$ cat config.mk
export PLATFORM = sky130hd
export DESIGN_NAME = pxl_scan_seq
export DESIGN_NICKNAME = d
export VERILOG_FILES = /design/src/rtl/pxl_scan_pkg.sv /design/src/rtl/pxl_onehot_walk.sv /design/src/rtl/pxl_bit_assembler.sv /design/src/rtl/pxl_scan_seq.sv
export SDC_FILE = /design/constraint.sdc
export NUM_CORES = 1
export LEC_CHECK = 0
export BUFFER_PORTS_ARGS = -buffer_cell sky130_fd_sc_hd__buf_2
export CORE_MARGIN = 3
export CORE_UTILIZATION = 38
export DETAILED_ROUTE_END_ITERATION = 8
export PLACE_DENSITY = 0.65
export RECOVER_POWER = 50
export SKIP_LAST_GASP = 1
export SLEW_MARGIN = 25
export SYNTH_ARGS = -nofsm -noshare
export SYNTH_HDL_FRONTEND = slang
export SYNTH_SLANG_ARGS = --single-unit
$ cat constraint.sdc
create_clock -name clk -period 1.65 [get_ports clk]
set_input_delay 0.33 -clock clk [delete_from_list [all_inputs] [get_ports clk]]
set_output_delay 0.33 -clock clk [all_outputs]
set_load 0.05 [all_outputs]
$ cat src/rtl/pxl_scan_pkg.sv
package pxl_scan_pkg;

   typedef enum logic [1:0] {
      SQ_IDLE  = 2'd0,
      SQ_SHIFT = 2'd1,
      SQ_EMIT  = 2'd2
   } seq_state_t;

   function automatic int idx_w(input int n);
      return (n > 1) ? $clog2(n) : 1;
   endfunction

endpackage

$ cat src/rtl/pxl_onehot_walk.sv
module pxl_onehot_walk #(
   parameter int N = 60,
   localparam int W = pxl_scan_pkg::idx_w(N)
) (
   input  logic         clk,
   input  logic         rst_n,
   input  logic         load,
   input  logic         clear,
   input  logic         step,
   output logic [N-1:0] sel,
   output logic [W-1:0] idx,
   output logic         at_last
);

   if (N < 2) begin : g_bad_n
      $error("pxl_onehot_walk: N must be at least 2");
   end

   always_ff @(posedge clk or negedge rst_n) begin
      if (!rst_n) begin
         sel <= '0;
         idx <= '0;
      end else if (load) begin
         sel <= N'(1);
         idx <= '0;
      end else if (clear) begin
         sel <= '0;
         idx <= '0;
      end else if (step) begin
         sel <= {sel[N-2:0], sel[N-1]};
         idx <= at_last ? '0 : idx + W'(1);
      end
   end

   assign at_last = (idx == W'(N - 1));


   walk_onehot_chk: assert property (@(posedge clk) disable iff (!rst_n)
      $onehot0(sel));


   walk_idx_chk: assert property (@(posedge clk) disable iff (!rst_n)
      (|sel) |-> sel[idx]);

endmodule

$ cat src/rtl/pxl_bit_assembler.sv
module pxl_bit_assembler #(
   parameter int BITS      = 20,
   parameter bit MSB_FIRST = 1'b1,
   localparam int CW = pxl_scan_pkg::idx_w(BITS)
) (
   input  logic            clk,
   input  logic            rst_n,
   input  logic            clr,
   input  logic            strobe,
   input  logic            din,
   output logic [BITS-1:0] word,
   output logic            burst_end
);

   if (BITS < 2) begin : g_bad_bits
      $error("pxl_bit_assembler: BITS must be at least 2");
   end

   logic [CW-1:0] cnt;

   assign burst_end = strobe && (cnt == CW'(BITS - 1));

   always_ff @(posedge clk or negedge rst_n) begin
      if (!rst_n)         cnt <= '0;
      else if (clr)       cnt <= '0;
      else if (burst_end) cnt <= '0;
      else if (strobe)    cnt <= cnt + CW'(1);
   end

   if (MSB_FIRST) begin : g_msb
      always_ff @(posedge clk or negedge rst_n) begin
         if (!rst_n)      word <= '0;
         else if (strobe) word <= {word[BITS-2:0], din};
      end
   end else begin : g_lsb
      always_ff @(posedge clk or negedge rst_n) begin
         if (!rst_n)      word <= '0;
         else if (strobe) word <= {din, word[BITS-1:1]};
      end
   end


   burst_range_chk: assert property (@(posedge clk) disable iff (!rst_n)
      int'(cnt) < BITS);


   burst_clear_chk: assert property (@(posedge clk) disable iff (!rst_n)
      clr |=> (cnt == '0));

endmodule

$ cat src/rtl/pxl_scan_seq.sv
module pxl_scan_seq #(
   parameter int ROWS      = 97,
   parameter int COLS      = 60,
   parameter int BITS      = 20,
   parameter bit MSB_FIRST = 1'b1,
   localparam int ROW_W = pxl_scan_pkg::idx_w(ROWS),
   localparam int COL_W = pxl_scan_pkg::idx_w(COLS)
) (
   input  logic             clk,
   input  logic             rst_n,
   input  logic             chip_sel,
   input  logic             count_en,
   input  logic             start,
   input  logic             rd_bit,
   output logic             busy,
   output logic             done,
   output logic             rd_clk,
   output logic [ROWS-1:0]  row_sel,
   output logic [COLS-1:0]  col_sel,
   output logic             out_valid,
   input  logic             out_ready,
   output logic [ROW_W-1:0] out_row,
   output logic [COL_W-1:0] out_col,
   output logic [BITS-1:0]  out_data
);
   import pxl_scan_pkg::*;

   seq_state_t state;
   logic       done_q;
   logic       go, burst_end, accept, row_last, col_last, scan_last;

   assign go        = chip_sel && (state == SQ_IDLE) && start && !count_en;
   assign rd_clk    = chip_sel && (state == SQ_SHIFT);
   assign out_valid = chip_sel && (state == SQ_EMIT);
   assign accept    = out_valid && out_ready;
   assign scan_last = row_last && col_last;
   assign busy      = (state != SQ_IDLE);
   assign done      = done_q;

   always_ff @(posedge clk or negedge rst_n) begin
      if (!rst_n) begin
         state  <= SQ_IDLE;
         done_q <= 1'b0;
      end else begin
         done_q <= 1'b0;
         if (chip_sel) begin
            unique case (state)
               SQ_IDLE:  if (go) state <= SQ_SHIFT;
               SQ_SHIFT: if (burst_end) state <= SQ_EMIT;
               SQ_EMIT:
                  if (out_ready) begin
                     if (scan_last) begin
                        state  <= SQ_IDLE;
                        done_q <= 1'b1;
                     end else begin
                        state <= SQ_SHIFT;
                     end
                  end
               default:  state <= SQ_IDLE;
            endcase
         end
      end
   end

   pxl_onehot_walk #(.N(ROWS)) u_row_walk (
      .clk     (clk),
      .rst_n   (rst_n),
      .load    (go),
      .clear   (accept && scan_last),
      .step    (accept && col_last),
      .sel     (row_sel),
      .idx     (out_row),
      .at_last (row_last)
   );

   pxl_onehot_walk #(.N(COLS)) u_col_walk (
      .clk     (clk),
      .rst_n   (rst_n),
      .load    (go),
      .clear   (accept && scan_last),
      .step    (accept),
      .sel     (col_sel),
      .idx     (out_col),
      .at_last (col_last)
   );

   pxl_bit_assembler #(.BITS(BITS), .MSB_FIRST(MSB_FIRST)) u_asm (
      .clk       (clk),
      .rst_n     (rst_n),
      .clr       (go),
      .strobe    (rd_clk),
      .din       (rd_bit),
      .word      (out_data),
      .burst_end (burst_end)
   );


   busy_sel_chk: assert property (@(posedge clk) disable iff (!rst_n)
      busy |-> ($countones(row_sel) == 1) && ($countones(col_sel) == 1));


   stall_hold_chk: assert property (@(posedge clk) disable iff (!rst_n)
      (out_valid && !out_ready) |=> $stable(out_data) && $stable(out_row)
                                    && $stable(out_col) && $stable(row_sel)
                                    && $stable(col_sel));


   desel_freeze_chk: assert property (@(posedge clk) disable iff (!rst_n)
      !chip_sel |=> $stable(row_sel) && $stable(col_sel) && $stable(out_data));


   done_after_last_chk: assert property (@(posedge clk) disable iff (!rst_n)
      done |-> !busy && $past(out_valid && out_ready));


   done_single_chk: assert property (@(posedge clk) disable iff (!rst_n)
      done |=> !done);

endmodule

Word-level counts from Yosys, hierarchy flattened
Index checks and enable logic that the tools add are counted.

Register bits after elaboration: 198. Bits of input ports: 7. Output and inout port bits: 194. Logic and storage cells: 62.

Add/subtract/negate cells: 3. Equality and inequality tests: 8. Mux-type cells: 26. Reduce and logical (&&, ||, !) cells: 17.

Operators with widths (count): two-way mux 97 bit (3); two-way mux 60 bit (3); two-way mux 7 bit (4); two-way mux 6 bit (4); two-way mux 5 bit (3); logical AND 1 bit (10); nonzero test 3 bit (3); adder 7 x 1 -> 7 bit (second input constant) (1); equality test 7 bit (second input constant) (1); adder 6 x 1 -> 6 bit (second input constant) (1); equality test 6 bit (second input constant) (1); two-way mux 2 bit (3); inequality test 2 bit (second input constant) (3); one-hot mux 2 bit (3 select lines) (1); adder 5 x 1 -> 5 bit (second input constant) (1); equality test 5 bit (second input constant) (1); two-way mux 1 bit (5); AND reduction 4 bit (1); equality test 2 x 1 -> 1 bit (second input constant) (1); equality test 2 bit (second input constant) (1); logical NOT 2 bit (1); nonzero test 2 bit (1); logical NOT 1 bit (1).

Depth between registers and ports, before layout
Gate-level depths: netlist of run 1.

Depth in word-level cells: 7. Gate-level depth with buffers: 8.

Cells and area by module
From an unflattened synthesis of run 1, not the netlist that was laid out.

Cell total of the unflattened synthesis: 677. Area total of the unflattened synthesis: 8409.3 µm².

Modules (own cells, without submodules): pxl_onehot_walk at u_row_walk (times used 1, cells each 358, area each 4307.9 µm²); pxl_onehot_walk at u_col_walk (times used 1, cells each 229, area each 2811.4 µm²); pxl_bit_assembler (times used 1, cells each 68, area each 1094.8 µm²); pxl_scan_seq (times used 1, cells each 22, area each 195.2 µm²).

Worst setup path before layout of run 1
OpenSTA, ideal clock, no wires.

Kind: reg-to-reg. Start point: register u_col_walk.idx[0]. End point: register u_row_walk.idx[0]. Library setup time: 125 ps. Arrival: 2008 ps. Data required time: 1525 ps. Setup slack: -482 ps. Stages on the path, launching flop included: 7. Period minus slack after synthesis: 2132 ps. Cell sequence: dfrtp_1 -> ha_1 -> nand3b_1 -> or2_0 -> buf_2 -> a21oi_2 -> mux2_2.

Longest elaborated chain between the ends: 5. Elaborated cells on any way between the ends: 7. Classes of those cells: eq/ne (1); mux (2); reduce/logical (4).

Ends and longest elaborated chain: start: declaration (RTL line pxl_onehot_walk.sv:11) `output logic [W-1:0] idx,`; start signal: assignment (RTL line pxl_onehot_walk.sv:31) `idx <= at_last ? '0 : idx + W'(1);`; equality test 6 bit (*) (RTL line pxl_onehot_walk.sv:35) `assign at_last = (idx == W'(N - 1));`; logical AND 1 bit (RTL line pxl_scan_seq.sv:36) `assign scan_last = row_last && col_last;`; logical AND 1 bit (RTL line pxl_scan_seq.sv:69) `.clear (accept && scan_last),`; two-way mux 7 bit (RTL line pxl_onehot_walk.sv:26) `end else if (clear) begin`; two-way mux 7 bit (RTL line pxl_onehot_walk.sv:23) `end else if (load) begin`; end signal: assignment (RTL line pxl_onehot_walk.sv:31); end: declaration (RTL line pxl_onehot_walk.sv:11).

Mark *: on every way between the ends. The rest lies on a longest branch, timed or not. A chain may end at the register's enable or synchronous reset.

Worst setup path after layout of run 1
Start point: register state[1]. End point: output busy.

Longest elaborated chain between the ends: 1.

Ends and longest elaborated chain: start: declaration (RTL line pxl_scan_seq.sv:28) `seq_state_t state;`; start signal: assignment (RTL line pxl_scan_seq.sv:42) `state <= SQ_IDLE;`; start signal: assignment (RTL line pxl_scan_seq.sv:48) `SQ_IDLE: if (go) state <= SQ_SHIFT;`; start signal: assignment (RTL line pxl_scan_seq.sv:49) `SQ_SHIFT: if (burst_end) state <= SQ_EMIT;`; nonzero test 2 bit (RTL line pxl_scan_seq.sv:37) `assign busy = (state != SQ_IDLE);`; end: declaration (RTL line pxl_scan_seq.sv:15) `output logic busy,`.

No other way between the ends.

==> results of run 1 <==
==> how the worst max path moves through the flow <==
stage	startpoint	end
2_1_floorplan	u_row_walk.idx[0]	u_col_walk.sel[0]
3_3_place_gp	chip_sel	u_row_walk.sel[39]
3_5_place_dp	u_row_walk.idx[0]	u_col_walk.sel[28]
4_1_cts	state[1]	busy
5_1_grt	state[1]	u_row_walk.sel[33]
6_report	state[1]	busy
==> kinds of logic (layout without fill, tap and decap cells) <==
logic type,Yosys count,after routing
XOR/XNOR,3,3
AND/OR/NAND/NOR,123,123
buffers and inverters,48,321
AO/OA/AOI/OAI,189,190
adder cells (fa/ha/maj),4,4
flip-flops,198,198
multiplexers,2,2
==> critical path, delay by kind of cell (launching register included) <==
family	cells	cell delay (ps)
simple gates	1	220
buf+inv	3	370
flops	1	410
==> report_power, final <==
group          internal [mW]  switching, mW  total, mW
Sequential              5.13          0.245       5.38
Combinational          0.693           1.55       2.24
Clock                   2.64           1.88       4.52
==> registers in the layout, summed over array words and instances (netlist names) <==
| register | cells |
|---|---|
| done | 1 |
| state | 2 |
| u_asm.cnt | 5 |
| u_asm.word | 20 |
| u_col_walk.idx | 6 |
| u_col_walk.sel | 60 |
| u_row_walk.idx | 7 |
| u_row_walk.sel | 97 |
==> placed cells by master, fill, tap and decap left out, drive strengths merged, types with 3 or more instances in the layout <==
cell type,count
a21oi,6
a22o,158
and2,3
buf,265
bufinv,4
clkbuf,36
clkinv,3
dfrtp,198
ha,4
inv,10
nand2,68
nand3,4
nand3b,5
nand4b,3
nor2,14
nor3,5
o21ai,9
o311ai,3
o31ai,3
or4,3
xor2,3
==> timing repair <==
action                                 CTS  global route
setup buffers                           11             5
endpoints found under the hold margin   32             0
pin swaps                                5            14
setup endpoints to repair              167           168
gates resized for setup                 31            19
hold buffers                             1             0
gates cloned                             4             7
==> layout make-up <==
cell class / count / area (µm²)
clock buffers: 19 / 453
clock inverters: 13 / 189
fillers: 1656 / 9100
inverters: 6 / 22.5
multi-input cells: 322 / 2500
flip-flops and latches: 198 / 4970
well taps: 265 / 332
repair buffers: 283 / 2030
==> layer usage <==
| layer | wire, µm | part of all wire, % |
|---|---|---|
| met3 | 889 | 4.5 |
| met2 | 9680 | 49 |
| met1 | 8910 | 45 |
| met5 | 0 | 0 |
| met4 | 344 | 1.7 |
==> summary.log, run 1 <==
[floorplan] Row Count 51
[floorplan] I/O pin count 201
[cts] buffer type at the clock tree root sky130_fd_sc_hd__clkbuf_16
[critical_path] WS Path Type reg -> out
[hold_path] worst hold-check path type in -> reg
[placed_design] routability congestion estimate from global placement 0.787
[sta] time the final worst path needs with I/O delays and setup 1750 ps
[critical_path] slowest stage delay, CP 410 ps
[synth] sequential fraction of the synthesis area 65.1%
[synth] fraction of synthesized cell area in xor and xnor cells 0.345%
[grt] Tot GR Track Use 17.7%
[cts] clock tree from TritonCTS yes
[synth] async set-reset flop share out of synthesis 100%
[cells_and_area] total non-filler cell area in the finished layout 10500 µm²
[sta] final slew viol count 0
[cts] Clk Latency, worst-skew pair 430 ps
[synth] syn nets 578
[synth] cell types occupying the most area after synthesis sky130_fd_sc_hd__dfrtp_1 (65%), sky130_fd_sc_hd__a22o_1 (18%), sky130_fd_sc_hd__nand2_1 (3.4%), sky130_fd_sc_hd__buf_6 (2.2%), sky130_fd_sc_hd__buf_2 (0.92%)
[synth] summed instance area of the synthesized netlist 7610 µm²
[grt] vias in the first global route 5612
[detailed_routing] post-detailed-route DRC marker count 0
[hold_path] end point of the worst hold path u_asm.word[0]
[critical_path] reg-to-reg slack, setup -80 ps
[synth] Compound-Gate Fraction of Synth Area 21.2%
[grt] global-route met1 utilization 24.8%
[outcome] result of the run complete, but fails checks
[cells_and_area] Antenna diodes 0
[grt] wire length of the first global-routing pass 31.2 mm
[critical_path] critical path data required time 1320 ps
[critical_path] R2R cell count 6
[critical_path] slowest library cell on the worst path sky130_fd_sc_hd__dfrtp_2
[sta] FMAX 570 MHz
[critical_path] CP Capture Type output pin
[critical_path] data arrival time of the critical path 1420 ps
[power] worst voltage drop across the vdd grid 760 µV
[critical_path] Critical Path, Cell by Cell buf_6 -> buf_6 -> or2_4 -> buf_8
[critical_path] crit start category flip-flop
[cts] clock sinks 198
[detailed_routing] router iterations before antenna repair 5
[sta] Tcrit/Tclk final 106%
[critical_path] maximum fanout along the worst path 2
[detailed_routing] routed via count divided by cell count 5.20
[cells_and_area] fin util 53.6%
[placed_design] Worst Setup Slack post-DPL -74.9 ps
[cells_and_area] final cell count without fillers 1106
[placed_design] Post-Place Cells 1048
[detailed_routing] routed len/inst 17.9 µm
[synth] flip-flop and latch count after synthesis 198
[synth] Synth Area in Adders 0.657%
[hold_path] launch point of the worst hold path rd_bit
[sta] final hold vios 0
[synth] leading cell types by count after synthesis sky130_fd_sc_hd__dfrtp_1 (198), sky130_fd_sc_hd__a22o_1 (158), sky130_fd_sc_hd__nand2_1 (68), sky130_fd_sc_hd__buf_6 (15), sky130_fd_sc_hd__buf_2 (14)
[cells_and_area] Layout area overhead 37.8%
[synth] library cell with the highest instance count after synthesis sky130_fd_sc_hd__dfrtp_1
[sta] unrepaired setup endpoints after global routing true
[detailed_routing] total via count after detailed routing 5755
[synth] number of synthesized flops with an enable pin 0
[sta] relative max-transition margin 36.1%
[sta] summed negative setup slack over all endpoints -8400 ps
[synth] synthesized netlist cell count 567
[hold_path] hold depth 3
[critical_path] capture instance of the worst register-to-register path u_row_walk.sel[22]
[cts] post-CTS clock slew at the launch and capture registers of the worst setup and hold paths 70 ps
[synth] number of warnings reported in the yosys synthesis log 0
[cts] number of H-tree levels 4
[critical_path] reg-to-reg startpoint state[1]
[cts] maximum clock insertion buffer count 2
[detailed_routing] final wirelength 19.8 mm
[sta] # setup viols final 163
[outcome] violated checks setup timing
[sta] fin worst setup slack -103 ps
[floorplan] Core ar. 19600 µm²
[grt] initial antenna violation count 0
[floorplan] Die Wd 148 µm
[sta] Final Hold Slack 99.5 ps
[synth] multiplexer share of the synthesized area 0.279%
[grt] global-route layer with the greatest usage met2
[run] maxcap violations 0
[cells_and_area] ratio of cells with drive above 1 in the final layout 42.2%
[grt] met2 routing resource usage after global routing 27.3%
[detailed_routing] Routed Antenna Nets 0
[grt] met3 Track Usage GR 4.35%
[power] static leakage 5.61 nW
[floorplan] height of the die 148 µm
[floorplan] effective utilization at floorplan 38.9%
[power] pwr dens 1160 nW/µm²
[placed_design] input/output buffers 200
[placed_design] placement-stage cell area 9320 µm²
[critical_path] Worst path most repeated cell sky130_fd_sc_hd__buf_6
[synth] portion of synthesized cell area occupied by the leading cell type 65.1%
[synth] main flop type after synthesis sky130_fd_sc_hd__dfrtp_1
[sta] Least-Margin Pin Slew 959 ps
[detailed_routing] number of violations reported at the end of detailed-routing iteration 0 317
[cells_and_area] NumNets Final 839
[synth] post-synthesis cell type with the largest combined area sky130_fd_sc_hd__dfrtp_1
[floorplan] die footprint 21800 µm²
[grt] aggregate global routing overflow 0
[synth] mean area per synthesized cell 13.4 µm²
[cts] Num CTS Buffers 17
[grt] pin count of the biggest net entering global routing 51
[sta] Final Skew 9.28 ps
[synth] number of unique standard cell types used by synthesis 56
[synth] dominant combinational cell family by area after synthesis compound AO/OA/AOI/OAI gates
[power] PnR Total Power 12.1 mW
[synth] Post-Synth Simple-Gate Area 8.28%
[placed_design] hpwl dp 12.6 mm
No activity file was read; power rests on OpenSTA's default activity.
==> inputs of run 2 (changes only) <==
--- a/config.mk
+++ b/config.mk
@@ -6,7 +6,7 @@
 export NUM_CORES = 1
 export LEC_CHECK = 0
 export BUFFER_PORTS_ARGS = -buffer_cell sky130_fd_sc_hd__buf_2
-export CORE_MARGIN = 3
+export CORE_MARGIN = 1
 export CORE_UTILIZATION = 38
 export DETAILED_ROUTE_END_ITERATION = 8
 export PLACE_DENSITY = 0.65
@@ -16,3 +16,4 @@
 export SYNTH_ARGS = -nofsm -noshare
 export SYNTH_HDL_FRONTEND = slang
 export SYNTH_SLANG_ARGS = --single-unit
+export TNS_END_PERCENT = 30
==> run 2 against run 1 <==
  * The run still ends with setup timing left
  * Critical path depth grew 3
  * Clock power fell by 5.5%
  * Final area grew 1.5%
  * First-iteration DRC count shrank 12%
  * Flip-flop and latch count is the same
  * Register-to-register slack worse by 50 ps
  * Core utilization up 0.96 points
  * Sequential share of layout area is 0.68 points lower
  * Total power shrank 2.4%
  * Combinational power hardly changed
  * Critical endpoint is now u_col_walk.idx[4]
==> summary.log, run 2 (same netlist as run 1, synthesis figures left out) <==
[floorplan] die footprint 20600 µm² [-5.3%]
[sta] unrepaired setup endpoints after global routing true
[cells_and_area] ratio of cells with drive above 1 in the final layout 42.4% [+0.21 points]
[cells_and_area] Layout area overhead 39.8%
[critical_path] slowest stage delay, CP 430 ps [+20 ps]
[detailed_routing] routed len/inst 18.1 µm [+0.93%]
[floorplan] I/O pin count 201 [unchanged]
[floorplan] Row Count 51 [unchanged]
[floorplan] Core ar. 19500 µm² [-0.33%]
[placed_design] placement-stage cell area 9260 µm² [-0.64%]
[outcome] result of the run complete, but fails checks
[sta] time the final worst path needs with I/O delays and setup 1780 ps [+27.3 ps]
[outcome] violated checks setup timing
[sta] final hold vios 0 [unchanged]
[sta] Tcrit/Tclk final 108% [+1.7 points]
[critical_path] top cell family by delay on the critical path simple AND/OR/NAND/NOR gates
[placed_design] Post-Place Cells 1045 [-0.29%]
[cts] buffer type at the clock tree root sky130_fd_sc_hd__clkbuf_16
[cells_and_area] register bank with the most flops u_row_walk.sel
[critical_path] R2R cell count 7 [+1]
[sta] final slew viol count 0 [unchanged]
[grt] pin count of the biggest net entering global routing 57 [+12%]
[critical_path] worst path bufs/invs 3 [unchanged]
[critical_path] maximum fanout along the worst path 4 [+2]
[hold_path] worst hold-check path type in -> reg
[floorplan] height of the die 144 µm [-2.7%]
[grt] vias in the first global route 5347 [-4.7%]
[detailed_routing] number of violations reported at the end of detailed-routing iteration 0 278 [-12%]
[critical_path] WS Path Type reg -> reg
[power] pwr dens 1110 nW/µm² [-3.8%]
[detailed_routing] post-detailed-route DRC marker count 0 [unchanged]
[detailed_routing] Routed Antenna Nets 0 [unchanged]
[critical_path] crit start category flip-flop
[detailed_routing] total via count after detailed routing 5843 [+1.5%]
[critical_path] slowest library cell on the worst path sky130_fd_sc_hd__dfrtp_2
[sta] Least-Margin Pin Slew 1090 ps [+130 ps]
[power] static leakage 5.73 nW [+2.2%]
[cells_and_area] NumNets Final 849 [+1.2%]
[sta] Final Skew 14.8 ps [+5.56 ps]
[power] worst voltage drop across the vdd grid 667 µV [-12%]
[cells_and_area] total non-filler cell area in the finished layout 10600 µm² [+1.5%]
[cts] clock sinks 198 [unchanged]
[cts] clock tree from TritonCTS yes
[detailed_routing] final wirelength 20.2 mm [+1.8%]
[cts] post-CTS clock slew at the launch and capture registers of the worst setup and hold paths 70 ps [about the same]
[cells_and_area] Largest register FFs 97 [unchanged]
[critical_path] Critical Path, Cell by Cell buf_6 -> nor3b_4 -> buf_6 -> o21ai_4 -> buf_6 -> or3_1 -> a21oi_2
[detailed_routing] router iterations before antenna repair 4 [-1]
[floorplan] effective utilization at floorplan 39.0% [+0.13 points]
[sta] fin worst setup slack -131 ps [-27.3 ps]
[critical_path] CP Capture Type flip-flop
[detailed_routing] routed via count divided by cell count 5.24 [+0.62%]
[cells_and_area] Antenna diodes 0 [unchanged]
[cts] Clk Latency, worst-skew pair 430 ps [about the same]
[critical_path] Worst path most repeated cell sky130_fd_sc_hd__buf_6
[sta] # setup viols final 170 [+4.3%]
[cts] Num CTS Buffers 17 [unchanged]
[cells_and_area] top library cells by usage in the layout, fill and taps aside sky130_fd_sc_hd__buf_2 (196), sky130_fd_sc_hd__dfrtp_1 (189), sky130_fd_sc_hd__a22o_1 (158)
[cells_and_area] largest registers u_row_walk.sel: 97 flops, u_col_walk.sel: 60 flops, u_asm.word: 20 flops
[cts] maximum clock insertion buffer count 2 [unchanged]
[hold_path] hold depth 3 [unchanged]
[cells_and_area] final cell count without fillers 1116 [+0.90%]
[critical_path] instance count on the critical path 7 [+3]
[critical_path] data arrival time of the critical path 2140 ps [+720 ps]
[grt] Tot GR Track Use 18.5% [+0.73 points]
[run] maxcap violations 0 [unchanged]
[placed_design] input/output buffers 200 [unchanged]
[sta] relative max-transition margin 27.4% [-8.7 points]
[cts] number of H-tree levels 4 [unchanged]
[grt] wire length of the first global-routing pass 29.4 mm [-5.9%]
[placed_design] hpwl dp 12.0 mm [-5.2%]
[sta] FMAX 562 MHz [-1.5%]
[grt] initial antenna violation count 0 [unchanged]
[cells_and_area] most common cell after layout, fill and taps aside sky130_fd_sc_hd__buf_2
[grt] aggregate global routing overflow 0 [unchanged]
[critical_path] critical path data required time 2000 ps [+680 ps]
[placed_design] routability congestion estimate from global placement 0.764 [-2.9%]
[floorplan] Die Wd 144 µm [-2.7%]
-- run 2: changes by cell type in the layout (fill, tap and decap cells not counted), moves of 3 or more --
cell,before,now
sky130_fd_sc_hd__buf_2,186,196
sky130_fd_sc_hd__clkbuf_2,11,2
sky130_fd_sc_hd__clkbuf_16,22,27
sky130_fd_sc_hd__clkinv_8,0,5
sky130_fd_sc_hd__buf_6,12,16
sky130_fd_sc_hd__bufinv_16,4,1
-- run 2: timing repair --
item	4_1_cts	5_1_grt
gates resized for setup	26	32
hold buffers	1	0
hold endpoints to repair	32	0
cloned	3	13
pin swaps	3	13
setup buffers	17	8
endpoints found under the setup margin	170	176
-- run 2: worst reg2reg max path, delay by kind of cell (launching register included) --
family | cells | cell delay, ps
AOI/OAI and AO/OA | 2 | 250
DFF | 1 | 430
and+or+nand+nor | 2 | 610
buffers and inverters | 3 | 430
-- run 2: final timing paths --
path | start | endpoint | slack, ps
hold / removal | rd_bit | u_asm.word[0] | 120
hold reg to reg | u_asm.word[19] | u_asm.word[19] | 480
setup / recovery | state[1] | u_col_walk.idx[4] | -130
min in group asynchronous | rst_n | u_col_walk.sel[25] | 630
setup reg to reg | state[1] | u_col_walk.idx[4] | -130
max in group asynchronous | rst_n | u_col_walk.sel[43] | 160
-- run 2: cell type report --
cell class	count	area, µm²
timing repair buffer	294	2230
multi-input combinational	321	2480
tap	265	332
sequential	198	4970
fill	1679	8880
clock buffer	18	439
inverter	6	22.5
clock inverter	14	183
-- run 2: where the power goes --
part / internal, mW / switching (mW) / leakage, nW
logic: 0.698 / 1.53 / 2.72
registers: 5.13 / 0.228 / 2.72
clock network: 2.22 / 2.04 / 0.298
total: 8.05 / 3.80 / 5.73
-- run 2: metrics by stage --
step / power [mW] / setup slack [ps] / util [%] / hold WS, ps / TNS [ps]
finish: 11.9 / -131 / 54.5 / 118 / -12530
global route: 12.4 / -214 / 54.5 / 122 / -25930
CTS: 12.0 / -121 / 52.5 / 98.8 / -14130
detailed placement: 7.48 / -105 / 47.4 / 282 / -11540
global placement: 7.44 / -93.3 / 47.4 / 278 / -9430
floorplan: 6.83 / -227 / - / 34.4 / -30270
-- run 2: routing by layer --
layer	vias up	routed length (µm)	global-route usage (%)
li1	2672	-	-
met1	2986	9790	27.0
met2	166	9410	27.6
met3	19	736	3.77
met4	0	259	5.54
met5	-	0	0
